==> config.mk <==
export PLATFORM = sky130hd
export DESIGN_NAME = pwr_pulse_gen
export DESIGN_NICKNAME = d
export VERILOG_FILES = /design/src/rtl/p2f_pkg.sv /design/src/rtl/p2f_accum.sv /design/src/rtl/p2f_slow_drv.sv /design/src/rtl/p2f_rev_det.sv /design/src/rtl/pwr_pulse_gen.sv
export SDC_FILE = /design/constraint.sdc
export NUM_CORES = 1
export LEC_CHECK = 0
export BUFFER_PORTS_ARGS = -buffer_cell sky130_fd_sc_hd__buf_4
export CORE_AREA = 2 2 148 150
export CTS_CLUSTER_DIAMETER = 120
export CTS_CLUSTER_SIZE = 10
export DETAILED_ROUTE_END_ITERATION = 16
export DIE_AREA = 0 0 150 152
export GPL_TIMING_DRIVEN = 1
export PLACE_DENSITY = 0.49
export SLEW_MARGIN = 15
export SYNTH_ARGS = -nofsm -noshare
export SYNTH_HDL_FRONTEND = slang
export SYNTH_SLANG_ARGS = --single-unit
export TNS_END_PERCENT = 50
==> constraint.sdc <==
create_clock -name clk -period 7.6 [get_ports clk]
set_clock_uncertainty 0.1 [all_clocks]
set_input_delay 0.76 -clock clk [delete_from_list [all_inputs] [get_ports clk]]
set_output_delay 0.76 -clock clk [all_outputs]
set_load 0.05 [all_outputs]
==> src/rtl/p2f_pkg.sv <==
package p2f_pkg;
  typedef enum logic {TURN_A = 1'b0, TURN_B = 1'b1} slow_turn_e;

  // exponent of the slow threshold for a given rate code
  function automatic int slow_shift(input int top_exp, input logic [1:0] code);
    return top_exp - int'(code);
  endfunction
endpackage

==> src/rtl/p2f_accum.sv <==
module p2f_accum #(
  parameter int MAG_W = 16,
  parameter int ACC_W = 37
) (
  input  logic             clk,
  input  logic             rst,
  input  logic             add_en,
  input  logic [MAG_W-1:0] add_val,
  input  logic [ACC_W-1:0] thresh,
  output logic             hit
);
  logic [ACC_W-1:0] acc_q;
  logic [ACC_W-1:0] sum;

  assign sum = acc_q + ACC_W'(add_val);
  assign hit = add_en && (sum >= thresh);

  always_ff @(posedge clk) begin
    if (rst)
      acc_q <= '0;
    else if (add_en)
      acc_q <= hit ? (sum - thresh) : sum;
  end
endmodule

==> src/rtl/p2f_slow_drv.sv <==
module p2f_slow_drv import p2f_pkg::*; #(
  parameter int PULSE_LEN = 64
) (
  input  logic clk,
  input  logic rst,
  input  logic fire,
  output logic line_a_n,
  output logic line_b_n
);
  localparam int CW = $clog2(PULSE_LEN + 1);

  logic [CW-1:0] left_q;
  slow_turn_e    turn_q;

  always_ff @(posedge clk) begin
    if (rst) begin
      line_a_n <= 1'b1;
      line_b_n <= 1'b1;
      left_q   <= '0;
      turn_q   <= TURN_A;
    end else if (fire) begin
      left_q <= CW'(PULSE_LEN);
      if (turn_q == TURN_A) begin
        line_a_n <= 1'b0;
        turn_q   <= TURN_B;
      end else begin
        line_b_n <= 1'b0;
        turn_q   <= TURN_A;
      end
    end else if (left_q != '0) begin
      left_q <= left_q - 1'b1;
      if (left_q == CW'(1)) begin
        line_a_n <= 1'b1;
        line_b_n <= 1'b1;
      end
    end
  end
endmodule

==> src/rtl/p2f_rev_det.sv <==
module p2f_rev_det #(
  parameter int SAMPLE_W = 16,
  parameter int REV_HYST = 8
) (
  input  logic                       clk,
  input  logic                       rst,
  input  logic signed [SAMPLE_W-1:0] smp,
  input  logic                       smp_vld,
  output logic                       rev_o
);
  localparam logic signed [SAMPLE_W-1:0] BAND_HI = SAMPLE_W'(REV_HYST);
  localparam logic signed [SAMPLE_W-1:0] BAND_LO = -BAND_HI;

  always_ff @(posedge clk) begin
    if (rst)
      rev_o <= 1'b0;
    else if (smp_vld) begin
      if (smp < BAND_LO)
        rev_o <= 1'b1;
      else if (smp > BAND_HI)
        rev_o <= 1'b0;
    end
  end
endmodule

==> src/rtl/pwr_pulse_gen.sv <==
module pwr_pulse_gen import p2f_pkg::*; #(
  parameter int SAMPLE_W      = 16,
  parameter int FS_DIV_EXP    = 21,
  parameter int FAST_MUL0_EXP = 11,
  parameter int FAST_MUL1_EXP = 7,
  parameter int PULSE_LEN     = 64,
  parameter int REV_HYST      = 8
) (
  input  logic                       clk,
  input  logic                       rst,
  input  logic signed [SAMPLE_W-1:0] smp,
  input  logic                       smp_vld,
  input  logic [1:0]                 fsel,
  input  logic                       fast_scale,
  output logic                       slow_a_n,
  output logic                       slow_b_n,
  output logic                       fast_o,
  output logic                       rev_o
);
  localparam int THR_EXP = FS_DIV_EXP + SAMPLE_W - 1;
  localparam int ACC_W   = THR_EXP + 1;
  localparam logic [ACC_W-1:0] ONE = {{(ACC_W-1){1'b0}}, 1'b1};

  logic [SAMPLE_W-1:0] mag;
  logic [1:0]          sel_act;
  logic                scale_act;
  logic [ACC_W-1:0]    thr   [2];
  logic [1:0]          hit;

  // magnitude; the most negative code maps to 2^(SAMPLE_W-1)
  assign mag = smp[SAMPLE_W-1] ? $unsigned(-smp) : $unsigned(smp);

  // thresholds: path 0 slow, path 1 fast
  always_comb begin
    thr[0] = ONE << slow_shift(THR_EXP, sel_act);
    thr[1] = thr[0] >> (scale_act ? FAST_MUL1_EXP : FAST_MUL0_EXP);
  end

  for (genvar g = 0; g < 2; g++) begin : g_path
    p2f_accum #(.MAG_W(SAMPLE_W), .ACC_W(ACC_W)) u_acc (
      .clk     (clk),
      .rst     (rst),
      .add_en  (smp_vld),
      .add_val (mag),
      .thresh  (thr[g]),
      .hit     (hit[g])
    );
  end

  // rate code and scale are taken up only at a slow crossing
  always_ff @(posedge clk) begin
    if (rst || hit[0]) begin
      sel_act   <= fsel;
      scale_act <= fast_scale;
    end
  end

  always_ff @(posedge clk) begin
    if (rst)
      fast_o <= 1'b0;
    else
      fast_o <= hit[1];
  end

  p2f_slow_drv #(.PULSE_LEN(PULSE_LEN)) u_slow (
    .clk      (clk),
    .rst      (rst),
    .fire     (hit[0]),
    .line_a_n (slow_a_n),
    .line_b_n (slow_b_n)
  );

  p2f_rev_det #(.SAMPLE_W(SAMPLE_W), .REV_HYST(REV_HYST)) u_rev (
    .clk     (clk),
    .rst     (rst),
    .smp     (smp),
    .smp_vld (smp_vld),
    .rev_o   (rev_o)
  );
endmodule

==> flow_summary.rst <==
.. list-table::
   :header-rows: 1

   * - Metric
     - Value
   * - Run status
     - finished, final reports clean
   * - Fill cell instance count of the final layout
     - 2291
   * - Total global routing overflow
     - 0
   * - Inserted Clock Buffers
     - 9
   * - Arrival @ worst endpoint
     - 6.72 ns
   * - Post-route antenna net violation count
     - 0
   * - Final design area excluding fillers
     - 8080 um^2
   * - Worst slew margin
     - 0.319
   * - Cell occurring most often along the worst timing path
     - buf_4
   * - Primary FF master, synth
     - dfxtp_1
   * - Async set or reset register ratio after synthesis
     - 0
   * - Critical path required time
     - 7.74 ns
   * - Number of synthesized flops with an enable pin
     - 3
   * - Area overhead of the layout relative to synthesis
     - 10.6%
   * - Setup TNS
     - 0 ns
   * - Slowest CP cell
     - a21oi_1
   * - Antenna violations before repair
     - 0
   * - Master cell of the clock root buffer
     - clkbuf_16
   * - Largest stage delay on the critical path
     - 0.55 ns
   * - Total power after layout
     - 2.02 mW
   * - Dpl ws
     - 0.668 ns
   * - Final critical-path share of the clock period
     - 0.866
   * - Number of levels the H-tree was split into
     - 3
   * - Clock slew at the register clock pins of the worst setup and hold paths
     - 0.08 ns
   * - Post_cts resized
     - 0
   * - Die boundary width
     - 150 um
   * - Final count of pins violating max slew
     - 0
   * - Kind of end point of the critical path
     - flop
   * - Worst Hold Class
     - reg2reg
   * - Final worst setup slack
     - 1.02 ns
   * - YS warnings
     - 0
   * - Mean area per synthesized cell
     - 7.95 um^2
   * - Maximum clock insertion buffer count
     - 2
   * - Number of top-level design ports
     - 26
   * - Slew at the pin with the worst max-slew slack
     - 1.02 ns
   * - Total of max-cap violations
     - 0
   * - Period minus WS final
     - 6.58 ns
   * - WL final
     - 19.2 mm
   * - LEAKAGE
     - 3.15 nW
   * - Peak supply drop
     - 0.0000991 V
   * - Largest net degree at the start of global routing
     - 51
   * - Hold violation count in the final report
     - 0
   * - F_max
     - 152 MHz
   * - Antenna Cells
     - 0
   * - Library cells used by synthesis
     - 77
   * - Post-route non-filler standard cell count
     - 1223
   * - Number of synthesized register bits
     - 89
   * - Total global-route track usage
     - 0.173
   * - Power density of the placed cells
     - 250 nW/um^2
   * - Routed via count divided by cell count
     - 5.49
   * - Path type of the worst setup path
     - in2reg
   * - Post-Route Hold Slack
     - 0.371 ns
   * - DR WL/cell
     - 15.7 um
   * - Placed insts
     - 1207
   * - Port buffer count
     - 25
   * - Wire length of the first global-routing pass
     - 32.5 mm
   * - Latest clock arrival within the worst-skew pair
     - 0.35 ns
   * - Unrepaired setup endpoints after global routing
     - no
   * - Count of unresolved DRC violations after routing
     - 0
   * - Area post-placement
     - 7780 um^2
   * - Number of hold buffers added after CTS
     - 0
   * - Number of buffers inserted to repair setup after CTS
     - 0
   * - Die Outline Area
     - 22800 um^2
   * - Vias in the first global route
     - 6454
   * - Final setup vio count
     - 0
   * - Number of vias after detailed routing
     - 6713
   * - Half-perimeter wire length after placement
     - 14.0 mm
   * - Initial core utilization
     - 0.342
   * - Proportion of synthesized chip area in sequential cells
     - 0.248
   * - Total number of clock tree sinks
     - 89
   * - TritonCTS clock tree
     - built
   * - Cell count after synthesis
     - 919
   * - Number of detailed-routing iterations run before antenna repair
     - 5
   * - Crit Path Max Fanout
     - 12
   * - Cell area after synthesis
     - 7300 um^2
   * - Type of element launching the critical path
     - primary input
   * - DRC violation total after the first TritonRoute iteration
     - 376
   * - Row count
     - 54
   * - Core occupancy in the finished layout
     - 0.378
   * - Cell-by-cell listing of the critical path
     - buf_4, nor2_1, nand2_1, or2_2, o41ai_1, xnor2_1, ha_1, and2_1, nand4b_1, a21oi_1, nor2_1, o21a_1, or2_2, ha_1, o211ai_1, a21o_1, a211o_1, a21oi_1, o32ai_2, buf_4, and3_1, buf_4, and3_1, o31a_1
   * - Weighted congestion reported at the end of routability-driven placement
     - 0.794
   * - Area of the core
     - 21400 um^2
   * - Layout net count
     - 1020
   * - Vertical die dimension
     - 152 um
   * - Fraction of final layout cells sized beyond drive strength 1
     - 0.0827
final timing paths:
path	start	end	slack [ns]	cells after the start
max	smp[2]	g_path[1].u_acc.acc_q[27]	1.02	24
min	u_slow.line_b_n	u_slow.line_b_n	0.37	2
max reg2reg	g_path[1].u_acc.acc_q[0]	g_path[1].u_acc.acc_q[27]	1.92	20
min reg2reg	u_slow.line_b_n	u_slow.line_b_n	0.37	2
critical path, delay by kind of cell:
family / cells / cell delay (ns)
AOI/OAI and AO/OA: 9 / 2.52
and+or+nand+nor: 9 / 2.03
adders and majority gates: 2 / 0.68
buffers and inverters: 3 / 0.54
xor gates and xnor gates: 1 / 0.18
synthesized netlist by cell type (10+ instances only):
cell type	n	area (um^2)
o221ai_1	11	96.3
nand3_1	38	190
xnor2_1	54	473
inv_1	22	82.6
a211oi_1	16	120
nor2_1	86	323
or2_2	10	62.6
nand4_1	25	156
a21o_1	24	180
o21ai_0	36	180
clkbuf_1	22	82.6
o21a_1	16	120
a21oi_1	56	280
o211ai_1	10	75.1
nor4_1	14	87.6
or3_1	21	131
ha_1	58	726
nor3_1	28	140
xor2_1	18	158
o31ai_1	11	82.6
nand2_1	72	270
dfxtp_1	86	1720
mux2i_1	19	190
placed cells by master (no fill, tap or decap), types with 6 or more instances in the layout:
cell / Yosys / final
dfxtp_1: 86 / 86
nand3b_1: 9 / 9
nor2b_1: 8 / 8
o21a_1: 16 / 16
nand4_1: 25 / 25
o21bai_1: 6 / 6
conb_1: 1 / 10
a21oi_1: 56 / 56
nand2_1: 72 / 72
inv_1: 22 / 22
o21ai_0: 36 / 36
nor2_1: 86 / 86
and3_1: 9 / 9
ha_1: 58 / 58
a211o_1: 6 / 6
nor4_1: 14 / 14
a41oi_1: 6 / 6
or3_1: 21 / 21
nor3_1: 28 / 28
xor2_1: 18 / 18
o31ai_1: 11 / 11
nand3_1: 38 / 38
a311oi_1: 7 / 7
nand2b_1: 9 / 9
clkbuf_16: 0 / 9
mux2i_1: 19 / 19
o221ai_1: 11 / 11
buf_4: 1 / 37
a21o_1: 24 / 24
a211oi_1: 16 / 16
or4_1: 8 / 8
o211ai_1: 10 / 10
or2_2: 10 / 10
xnor2_1: 54 / 54
report_power, final:
part           total [mW]  switching, mW  internal [mW]  leakage [nW]
Combinational       0.923          0.516          0.407          2.27
Clock               0.462          0.229          0.233         0.147
Sequential          0.632         0.0782          0.553         0.734
Total                2.02          0.824           1.19          3.15
final cells by class:
type	instances	area [um^2]	area share
timing repair buffer	37	278	0.0344
clock buffer	9	225	0.0279
multi-input combinational	778	5250	0.650
tap	280	350	0.0434
sequential	89	1810	0.224
inverter	23	86.3	0.0107
clock inverter	7	71.3	0.00883
cells by family (layout without fill, tap and decap cells):
group                      count (synthesis)  count (layout)  synth area share
and+or+nand+nor                          364             364             0.256
AOI/OAI and AO/OA                        250             250             0.235
DFF                                       89              89             0.248
xor gates and xnor gates                  72              72            0.0863
buffers and inverters                     61              76            0.0375
adders and majority gates                 60              60             0.105
muxes                                     22              22            0.0322
other                                      1              10          0.000513
state kept, by name (all words and copies together) (netlist names):
signal              count
sel_act                 2
fast_o                  1
u_slow.left_q           7
scale_act               1
u_slow.line_b_n         1
u_slow.line_a_n         1
g_path.u_acc.acc_q     74
u_rev.rev_o             1
u_slow.turn_q           1
per-layer routing:
layer / vias to the layer above / track usage / share of wire
met2: 101 / 0.272 / 0.45
met1: 3117 / 0.248 / 0.51
met3: 13 / 0.0270 / 0.036
li1: 3482 / - / -
met5: - / 0 / 0
met4: 0 / 0.0386 / 0.011
Power figures use the tool's default switching activity.
